<file path="src/rtl/pkt_stat_pkg.sv">
package pkt_stat_pkg;

    // Register word indices; software sees byte offset = 4 * index
    typedef enum logic [2:0] {
        REG_TARGET  = 3'd0,
        REG_GOOD    = 3'd1,
        REG_BAD     = 3'd2,
        REG_BYTE_LO = 3'd3,
        REG_BYTE_HI = 3'd4,
        REG_CYC_LO  = 3'd5,
        REG_CYC_HI  = 3'd6,
        REG_CTRL    = 3'd7
    } reg_idx_e;

    localparam int unsigned CTRL_CLEAR_BIT = 0;
    localparam int unsigned CTRL_DONE_BIT  = 2;

endpackage

</file>
<file path="src/rtl/pkt_stat_counters.sv">
module pkt_stat_counters #(
    parameter int unsigned BEAT_BYTES = 8,
    parameter int unsigned CNT_W      = 32,
    localparam int unsigned EMPTY_W   = $clog2(BEAT_BYTES),
    localparam int unsigned WIDE_W    = 2 * CNT_W
) (
    input  logic               clk,
    input  logic               rst_n,
    input  logic               clr_i,
    input  logic [CNT_W-1:0]   target_i,
    input  logic               valid_i,
    input  logic               sop_i,
    input  logic               eop_i,
    input  logic [EMPTY_W-1:0] empty_i,
    input  logic               err_i,
    output logic [CNT_W-1:0]   good_o,
    output logic [CNT_W-1:0]   bad_o,
    output logic [WIDE_W-1:0]  bytes_o,
    output logic [WIDE_W-1:0]  cyc_o,
    output logic               done_o
);

    typedef struct packed {
        logic [CNT_W-1:0]  good;
        logic [CNT_W-1:0]  bad;
        logic [WIDE_W-1:0] bytes;
        logic [WIDE_W-1:0] cyc;
        logic              run;
        logic              done;
    } stat_t;

    stat_t             st_d, st_q;
    logic              start_now;
    logic              pkt_end;
    logic [WIDE_W-1:0] beat_bytes;
    logic [CNT_W-1:0]  total_d;

    always_comb begin
        st_d       = st_q;
        start_now  = valid_i && sop_i && !st_q.run;
        pkt_end    = valid_i && eop_i;
        beat_bytes = eop_i ? (WIDE_W'(BEAT_BYTES) - WIDE_W'(empty_i))
                           : WIDE_W'(BEAT_BYTES);
        total_d    = '0;
        if (clr_i) begin
            st_d = '0;
        end else begin
            if (valid_i) begin
                st_d.bytes = st_q.bytes + beat_bytes;
            end
            if (pkt_end) begin
                if (err_i) st_d.bad  = st_q.bad + 1'b1;
                else       st_d.good = st_q.good + 1'b1;
            end
            if (!st_q.done && (st_q.run || start_now)) begin
                st_d.cyc = st_q.cyc + 1'b1;
            end
            if (start_now) begin
                st_d.run = 1'b1;
            end
            total_d = st_d.good + st_d.bad;
            if (pkt_end && (total_d == target_i)) begin
                st_d.done = 1'b1;
            end
        end
    end

    always_ff @(posedge clk) begin
        if (!rst_n) st_q <= '0;
        else        st_q <= st_d;
    end

    assign good_o  = st_q.good;
    assign bad_o   = st_q.bad;
    assign bytes_o = st_q.bytes;
    assign cyc_o   = st_q.cyc;
    assign done_o  = st_q.done;


    done_sticky_chk: assert property (@(posedge clk) disable iff (!rst_n)
        st_q.done && !clr_i |=> st_q.done);


    cyc_frozen_chk: assert property (@(posedge clk) disable iff (!rst_n)
        st_q.done && !clr_i |=> $stable(st_q.cyc));


    cyc_idle_chk: assert property (@(posedge clk) disable iff (!rst_n)
        !st_q.run && !(valid_i && sop_i) && !clr_i |=> st_q.cyc == '0);


    good_step_chk: assert property (@(posedge clk) disable iff (!rst_n)
        !clr_i |=> (st_q.good == $past(st_q.good)) || (st_q.good == $past(st_q.good) + 1'b1));


    bad_step_chk: assert property (@(posedge clk) disable iff (!rst_n)
        !clr_i |=> (st_q.bad == $past(st_q.bad)) || (st_q.bad == $past(st_q.bad) + 1'b1));


    byte_step_chk: assert property (@(posedge clk) disable iff (!rst_n)
        !clr_i |=> (st_q.bytes - $past(st_q.bytes)) <= WIDE_W'(BEAT_BYTES));


    idle_hold_chk: assert property (@(posedge clk) disable iff (!rst_n)
        !valid_i && !clr_i |=> $stable(st_q.good) && $stable(st_q.bad) && $stable(st_q.bytes));


    clear_zero_chk: assert property (@(posedge clk) disable iff (!rst_n)
        clr_i |=> st_q.good == '0 && st_q.bad == '0 && st_q.bytes == '0
                  && st_q.cyc == '0 && !st_q.done);

endmodule

</file>
<file path="src/rtl/pkt_stat_csr.sv">
module pkt_stat_csr
    import pkt_stat_pkg::*;
#(
    parameter int unsigned CNT_W  = 32,
    localparam int unsigned WIDE_W = 2 * CNT_W
) (
    input  logic              clk,
    input  logic              rst_n,
    input  logic              wr_i,
    input  logic [2:0]        addr_i,
    input  logic [CNT_W-1:0]  wdata_i,
    input  logic [CNT_W-1:0]  good_i,
    input  logic [CNT_W-1:0]  bad_i,
    input  logic [WIDE_W-1:0] bytes_i,
    input  logic [WIDE_W-1:0] cyc_i,
    input  logic              done_i,
    output logic [CNT_W-1:0]  rdata_o,
    output logic [CNT_W-1:0]  target_o,
    output logic              clr_o
);

    logic [CNT_W-1:0] target_d, target_q;
    logic             wr_target;

    always_comb begin
        target_d  = target_q;
        wr_target = wr_i && (reg_idx_e'(addr_i) == REG_TARGET);
        clr_o     = wr_i && (reg_idx_e'(addr_i) == REG_CTRL) && wdata_i[CTRL_CLEAR_BIT];
        if (wr_target) begin
            target_d = wdata_i;
        end
    end

    always_ff @(posedge clk) begin
        if (!rst_n) target_q <= '1;
        else        target_q <= target_d;
    end

    always_comb begin
        rdata_o = '0;
        case (reg_idx_e'(addr_i))
            REG_TARGET:  rdata_o = target_q;
            REG_GOOD:    rdata_o = good_i;
            REG_BAD:     rdata_o = bad_i;
            REG_BYTE_LO: rdata_o = bytes_i[CNT_W-1:0];
            REG_BYTE_HI: rdata_o = bytes_i[WIDE_W-1:CNT_W];
            REG_CYC_LO:  rdata_o = cyc_i[CNT_W-1:0];
            REG_CYC_HI:  rdata_o = cyc_i[WIDE_W-1:CNT_W];
            REG_CTRL:    rdata_o[CTRL_DONE_BIT] = done_i;
            default:     rdata_o = '0;
        endcase
    end

    assign target_o = target_q;


    target_write_chk: assert property (@(posedge clk) disable iff (!rst_n)
        wr_target |=> target_q == $past(wdata_i));


    target_hold_chk: assert property (@(posedge clk) disable iff (!rst_n)
        !wr_target |=> $stable(target_q));

endmodule

</file>
<file path="src/rtl/pkt_stat_monitor.sv">
module pkt_stat_monitor #(
    parameter int unsigned BEAT_BYTES = 8,
    parameter int unsigned CNT_W      = 32,
    localparam int unsigned EMPTY_W   = $clog2(BEAT_BYTES),
    localparam int unsigned WIDE_W    = 2 * CNT_W
) (
    input  logic               clk,
    input  logic               rst_n,
    input  logic               rx_valid,
    input  logic               rx_sop,
    input  logic               rx_eop,
    input  logic [EMPTY_W-1:0] rx_empty,
    input  logic               rx_err,
    input  logic               csr_wr,
    input  logic [2:0]         csr_addr,
    input  logic [CNT_W-1:0]   csr_wdata,
    output logic [CNT_W-1:0]   csr_rdata
);

    logic              clr;
    logic [CNT_W-1:0]  target;
    logic [CNT_W-1:0]  good_cnt, bad_cnt;
    logic [WIDE_W-1:0] byte_cnt, cyc_cnt;
    logic              done;

    pkt_stat_csr #(.CNT_W(CNT_W)) i_csr (
        .clk      (clk),
        .rst_n    (rst_n),
        .wr_i     (csr_wr),
        .addr_i   (csr_addr),
        .wdata_i  (csr_wdata),
        .good_i   (good_cnt),
        .bad_i    (bad_cnt),
        .bytes_i  (byte_cnt),
        .cyc_i    (cyc_cnt),
        .done_i   (done),
        .rdata_o  (csr_rdata),
        .target_o (target),
        .clr_o    (clr)
    );

    pkt_stat_counters #(.BEAT_BYTES(BEAT_BYTES), .CNT_W(CNT_W)) i_counters (
        .clk      (clk),
        .rst_n    (rst_n),
        .clr_i    (clr),
        .target_i (target),
        .valid_i  (rx_valid),
        .sop_i    (rx_sop),
        .eop_i    (rx_eop),
        .empty_i  (rx_empty),
        .err_i    (rx_err),
        .good_o   (good_cnt),
        .bad_o    (bad_cnt),
        .bytes_o  (byte_cnt),
        .cyc_o    (cyc_cnt),
        .done_o   (done)
    );

endmodule

</file>
<file path="config.mk">
export PLATFORM = sky130hd
export DESIGN_NAME = pkt_stat_monitor
export DESIGN_NICKNAME = d
export VERILOG_FILES = /design/src/rtl/pkt_stat_pkg.sv /design/src/rtl/pkt_stat_counters.sv /design/src/rtl/pkt_stat_csr.sv /design/src/rtl/pkt_stat_monitor.sv
export SDC_FILE = /design/constraint.sdc
export NUM_CORES = 1
export LEC_CHECK = 0
export BUFFER_PORTS_ARGS = -buffer_cell sky130_fd_sc_hd__buf_2
export CAP_MARGIN = 20
export CORE_MARGIN = 2
export CORE_UTILIZATION = 40
export CTS_CLUSTER_DIAMETER = 30
export DETAILED_ROUTE_END_ITERATION = 10
export GPL_TIMING_DRIVEN = 1
export PLACE_DENSITY = 0.63
export SYNTH_ARGS = -nofsm -noshare
export SYNTH_HDL_FRONTEND = slang
export SYNTH_SLANG_ARGS = --single-unit
</file>
<file path="constraint.sdc">
create_clock -name clk -period 5.51 [get_ports clk]
set_clock_uncertainty 0.2 [all_clocks]
set_input_delay 0.8265 -clock clk [delete_from_list [all_inputs] [get_ports clk]]
set_output_delay 0.8265 -clock clk [all_outputs]
set_load 0.05 [all_outputs]
</file>
==> results of run 1 <==
## flip-flops by register name (all words and copies together) (netlist names)
register	flops
i_counters.cyc_o	64
i_counters.st_q	1
i_counters.done_o	1
i_csr.target_o	32
i_counters.bytes_o	64
i_counters.good_o	32
i_counters.bad_o	32
## through the flow
step | hold slack (ps) | total power [uW] | area, um^2 | util
after floorplan | 245.3 | 1897 | 13820 | -
after CTS | 242.9 | 5919 | 16980 | 0.4951
after global placement | 255.4 | 2001 | 14710 | 0.4291
final | 257.2 | 5887 | 16980 | 0.4951
after detailed placement | 273.2 | 2004 | 14710 | 0.4291
after global routing | 267.5 | 6040 | 16980 | 0.4951
## power by group
group / internal, uW / leakage, uW / total, uW / switching, uW
Clock: 2820 / 0.00110 / 3910 / 1090
Combinational: 94.3 / 0.00376 / 301 / 206
Sequential: 1660 / 0.00182 / 1680 / 22.6
## synthesized netlist by cell type (all sizes together) (36+ instances only)
cell type / number / share of area
nor2: 209 / 0.057
o21ai: 63 / 0.023
xnor2: 101 / 0.064
dfxtp: 226 / 0.33
ha: 39 / 0.035
inv: 36 / 0.0098
xor2: 114 / 0.072
a22oi: 42 / 0.023
and3: 42 / 0.019
nand4: 53 / 0.025
nor2b: 72 / 0.033
a21oi: 79 / 0.029
clkbuf: 70 / 0.019
nand3: 122 / 0.046
nand2: 180 / 0.049
## cell families (layout without fill, tap and decap cells)
family | after synthesis | after routing | synth area share
xor gates and xnor gates | 216 | 216 | 0.1379
adders and majority gates | 41 | 41 | 0.03821
muxes | 57 | 57 | 0.04736
AOI/OAI and AO/OA | 282 | 282 | 0.1351
buffers and inverters | 121 | 255 | 0.03377
and+or+nand+nor | 774 | 774 | 0.2802
DFF | 226 | 226 | 0.3274
## layer usage
layer / wire length [um] / vias up
met5: 0 / -
met4: 1173 / 0
met3: 3002 / 73
met2: 21250 / 437
met1: 21090 / 6303
li1: - / 6244
## worst max-delay path, cell delays in order (launching register included)
cell       delay (ps)
dfxtp_1           430
ha_1              180
nand4_1           130
nor2_1            290
and3_1            320
buf_4             180
and3_1            190
xor2_1            220
ha_1              350
a21oi_1           320
o21ai_0           340
a211oi_1          660
o32a_1            290
o2111ai_1         110
nor4_1            330
nand4_1           160
o21ai_1           110
## area by class of cell
cell class,instances,area share
Sequential cell,226,0.2665
Clock inverter,39,0.03759
Timing Repair Buffer,109,0.03774
Multi-Input combinational cell,1370,0.5210
Inverter,36,0.007961
Tap cell,455,0.03354
Clock buffer,71,0.09560
## how the worst max path moves through the flow
stage | start | to | slack [ps] | cells past startpoint
floorplan | rx_eop | i_counters.done_o | 910 | 19
CTS | rx_err | i_counters.done_o | 730 | 19
global placement | rx_err | i_counters.done_o | 100 | 20
global route | i_counters.bad_o[0] | i_counters.done_o | 200 | 18
detailed placement | rx_err | i_counters.done_o | 170 | 19
finish | i_counters.bad_o[0] | i_counters.done_o | 610 | 16
==> run metrics, run 1 <==
Fillers approximately 3.3k; Post-Synthesis Mean Instance Area a little over 8 um^2; max_cap viols 0; IO Port Bufs 76; Resize count post-CTS 0; pin count of the biggest net entering global routing 147; TritonCTS clock tree built; full die area 0.03605 mm^2; GRT met2 Usage 0.4117; worst-margin pin slew 1095 ps; CP Max Fanout 7; static leakage 0.006687 uW; most frequent cells in the layout dfxtp_1 (226), nor2_1 (205), nand2_1 (180), nand3_1 (119), xor2_1 (114); CTS root buffer clkbuf_16; fin crit share 0.8887; pins over their slew limit 0; routed len/inst 20.17 um; Post-Syn Nets 1,803; initial antenna violation count 0; footprint of the multi-input gates 0.008845 mm^2; setup TNS 0 ps; cells after synthesis 1,717; FF+latch count, synth 226; Clock Sinks 226; Hold Violations, Final 0; worst reg2reg path endpoint i_counters.done_o; Max IR drop VDD 0.0002186 V; Worst-Skew Late Latency between 500 and 600 ps; non-filler cells, final 2,306; outcome complete, no violations; WHS Path Cells 3; top_reg_cell synth dfxtp_1; met1 Use GR 0.3528; ANT cells 0; Yosys warning count 0; GR peak layer met2; area growth from synthesis to layout 22.84%; total track usage 0.2562; Routability Congestion 1.006; CP Launch Type register; vias in the first global route between 10k and 15k; via/cell ratio 5.662; die height 189.9 um; DRT Wirelength 46.51 mm; Worst R2R Setup Slack 610 ps; Nets roughly 1.9k; vias after detailed routing 13.06k; EDFF count, synth 0; met3 Usage GRT 0.04317; Reg clk slew, reported paths 40 ps; register area share after synthesis 0.3274; Place WS 171.4 ps; row count 68; Final Worst Setup Slack 613.0 ps; Distinct cells, synth 77; layout cells sized above 1 0.1475; core area 0.03429 mm^2; unrepaired setup endpoints after global routing no; post-CTS setup buffers 0; H-tree depth 2; DRC Markers 0; power per cell area around 350 mW/mm^2; Initial Util 0.4030; async set-reset flop share out of synthesis 0; Cells after DPL 2,196; Worst EP arrival roughly 5200 ps; CTS Hold Bufs 0; DIE WIDTH 189.9 um; min Tclk post-route just under 5000 ps; Critical R2R Launch i_counters.bad_o[0]; Post-DP HPWL 34.69 mm; Slew HR 0.2671; most common cell after layout, fill and taps aside dfxtp_1; f_max 204.2 MHz; Setup crit end kind register; cell count of the worst reg-to-reg path 16; worst-case clock buffer depth 3; num ports 77; final setup fails 0; Antenna Violating Nets Remaining 0; total CTS buffers 59; grt total ovfl 0; first-pass GRT wire length 71.90 mm; register area 0.004524 mm^2; hold endpoint i_csr.target_o[17]; First-pass DRT Iterations 6; Cell Area, Synth 0.01382 mm^2; DRT iter0 DRCs 1,191; critical path required time 5810 ps; hold path startpoint csr_wdata[17]; Hold Crit Class input port to register; Crit Path Class register to register
No activity file was read; power rests on OpenSTA's default activity.
==> run 2: changes to the inputs <==
CORE_MARGIN = unset   (was 2)
CORE_UTILIZATION = 36   (was 40)
PLACE_DENSITY = 0.55   (was 0.63)
==> run 2 against run 1 <==
Largest cell class unchanged. Largest power group unchanged. Core utilization is 4.1 points lower. Sequential power hardly changed. Sequential share of layout area is 0.27 points lower. Register-to-register slack better by 80 ps. Clock power is 2% higher.
==> run metrics, run 2 (synthesized netlist as in run 1, its figures left out) <==
DRT iter0 DRCs 992 (was 1,191); pins over their slew limit 0 (unchanged); total power 5974 uW (was 5887 uW); DIE WIDTH 197.9 um (was 189.9 um); first-pass GRT wire length 72.74 mm (was 71.90 mm); Worst-Skew Late Latency 560 ps (was 590 ps); hold slack 276.8 ps (was 257.2 ps); Crit Path Class register to register (unchanged); setup TNS 0 ps (unchanged); worst reg2reg path endpoint i_counters.done_o (unchanged); final setup fails 0 (unchanged); CTS Hold Bufs 0 (unchanged); Hold Violations, Final 0 (unchanged); static leakage 0.006748 uW (was 0.006687 uW); vias after detailed routing 12.93k (was 13.06k); First-pass DRT Iterations 9 (was 6); Final Worst Setup Slack 689.3 ps (was 613.0 ps); Antenna Violating Nets Remaining 0 (unchanged); full die area 0.03917 mm^2 (was 0.03605 mm^2); total track usage 0.2440 (was 0.2562); Slew HR 0.4370 (was 0.2671); TritonCTS clock tree built (unchanged); Worst EP arrival 5100 ps (was 5200 ps); grt total ovfl 0 (unchanged); Routability Congestion 0.8966 (was 1.006); Reg clk slew, reported paths 40 ps (about the same); area growth from synthesis to layout 24.10% (was 22.84%); hold endpoint i_counters.bytes_o[33] (was i_csr.target_o[17]); pin count of the biggest net entering global routing 132 (was 147); most common cell after layout, fill and taps aside dfxtp_1 (unchanged); cell count of the worst reg-to-reg path 18 (was 16); f_max 207.4 MHz (was 204.2 MHz); placed instance area 0.01479 mm^2 (was 0.01471 mm^2); CP Max Fanout 4 (was 7); WHS Path Cells 2 (was 3); critical path required time 5790 ps (was 5810 ps); Critical R2R Launch i_counters.bad_o[0] (unchanged); initial antenna violation count 0 (unchanged); max_cap viols 0 (unchanged); Post-DP HPWL 36.01 mm (was 34.69 mm); hold path startpoint i_counters.bytes_o[33] (was csr_wdata[17]); Clock Sinks 226 (unchanged); most frequent cells in the layout dfxtp_1 (226), nor2_1 (205), nand2_1 (180), nand3_1 (119), xor2_1 (114) (unchanged); layout cells sized above 1 0.1491 (was 0.1475); CTS root buffer clkbuf_16 (unchanged); Setup crit end kind register (unchanged); IO Port Bufs 76 (unchanged); unrepaired setup endpoints after global routing no (unchanged); num ports 77 (unchanged); DRT Wirelength 47.02 mm (was 46.51 mm); routed len/inst 19.85 um (was 20.17 um); power per cell area 348.4 mW/mm^2 (was 346.8 mW/mm^2); Nets 1,896 (was 1,888); Hold Crit Class register to register (was input port to register); fin crit share 0.8749 (was 0.8887); vias in the first global route 12.54k (was 12.56k); die height 197.9 um (was 189.9 um); Place WS 321.3 ps (was 171.4 ps); worst-margin pin slew 844.5 ps (was 1095 ps); worst-case clock buffer depth 3 (unchanged); H-tree depth 3 (was 2); DRC Markers 0 (unchanged); Fillers 3,798 (was 3,332); Resize count post-CTS 0 (unchanged); fin area 0.01715 mm^2 (was 0.01698 mm^2); via/cell ratio 5.457 (was 5.662); min Tclk post-route 4821 ps (was 4897 ps); Max IR drop VDD 0.0001875 V (was 0.0002186 V); row count 71 (was 68); post-CTS setup buffers 0 (unchanged); total CTS buffers 67 (was 59); CP Launch Type register (unchanged); Initial Util 0.3660 (was 0.4030); ANT cells 0 (unchanged); core area 0.03776 mm^2 (was 0.03429 mm^2); outcome complete, no violations (unchanged); Worst R2R Setup Slack 690 ps (was 610 ps)
-- run 2: final cells by class --
| class | instances | area (um^2) | share of cell area |
|---|---|---|---|
| clock buffer | 90 | 1957 | 0.1141 |
| inverter | 36 | 135.1 | 0.007880 |
| multi-input combinational | 1370 | 8847 | 0.5159 |
| timing repair buffer | 109 | 640.6 | 0.03736 |
| clock inverter | 27 | 405.4 | 0.02364 |
| sequential | 226 | 4524 | 0.2638 |
| tap | 511 | 639.4 | 0.03728 |
-- run 2: metrics by stage --
stage          utilization  cells
6_report            0.4542   2369
5_1_grt             0.4542   2369
4_1_cts             0.4542   2369
3_5_place_dp        0.3916   2252
3_3_place_gp        0.3916   2252
2_1_floorplan            -   1717
-- run 2: metal layers --
metal / GRT usage / part of all wire
met5: 0 / 0
met4: 0.08068 / 0.024
met3: 0.04633 / 0.060
met2: 0.3881 / 0.45
met1: 0.3296 / 0.46
-- run 2: where the power goes --
| group | internal, uW | total [uW] | switching, uW |
|---|---|---|---|
| Combinational | 92.7 | 295 | 202 |
| Clock | 2880 | 4000 | 1120 |
| Sequential | 1660 | 1680 | 22.7 |
-- run 2: critical path, stage by stage (launching register included) --
cell and delay, ps:
dfxtp_1 410, ha_1 180, nand4_1 140, nor2_1 260, and3_1 300, nand3_1 210
nor3_1 400, nand3_1 140, xnor2_1 250, ha_1 290, a21oi_1 300, o22ai_1 220
nor4_1 360, o221ai_1 170, a211oi_1 240, nand3_1 110, nor4_1 350, nand4_1 120
o21ai_1 80
-- run 2: worst max-delay path by stage --
stage / cells past startpoint / start / slack [ps] / to
2_1_floorplan: 19 / rx_eop / 910 / i_counters.done_o
5_1_grt: 18 / i_counters.bad_o[0] / 220 / i_counters.done_o
6_report: 18 / i_counters.bad_o[0] / 690 / i_counters.done_o
3_5_place_dp: 20 / rx_err / 320 / i_counters.done_o
3_3_place_gp: 20 / rx_err / 250 / i_counters.done_o
4_1_cts: 18 / i_counters.bad_o[0] / 760 / i_counters.done_o
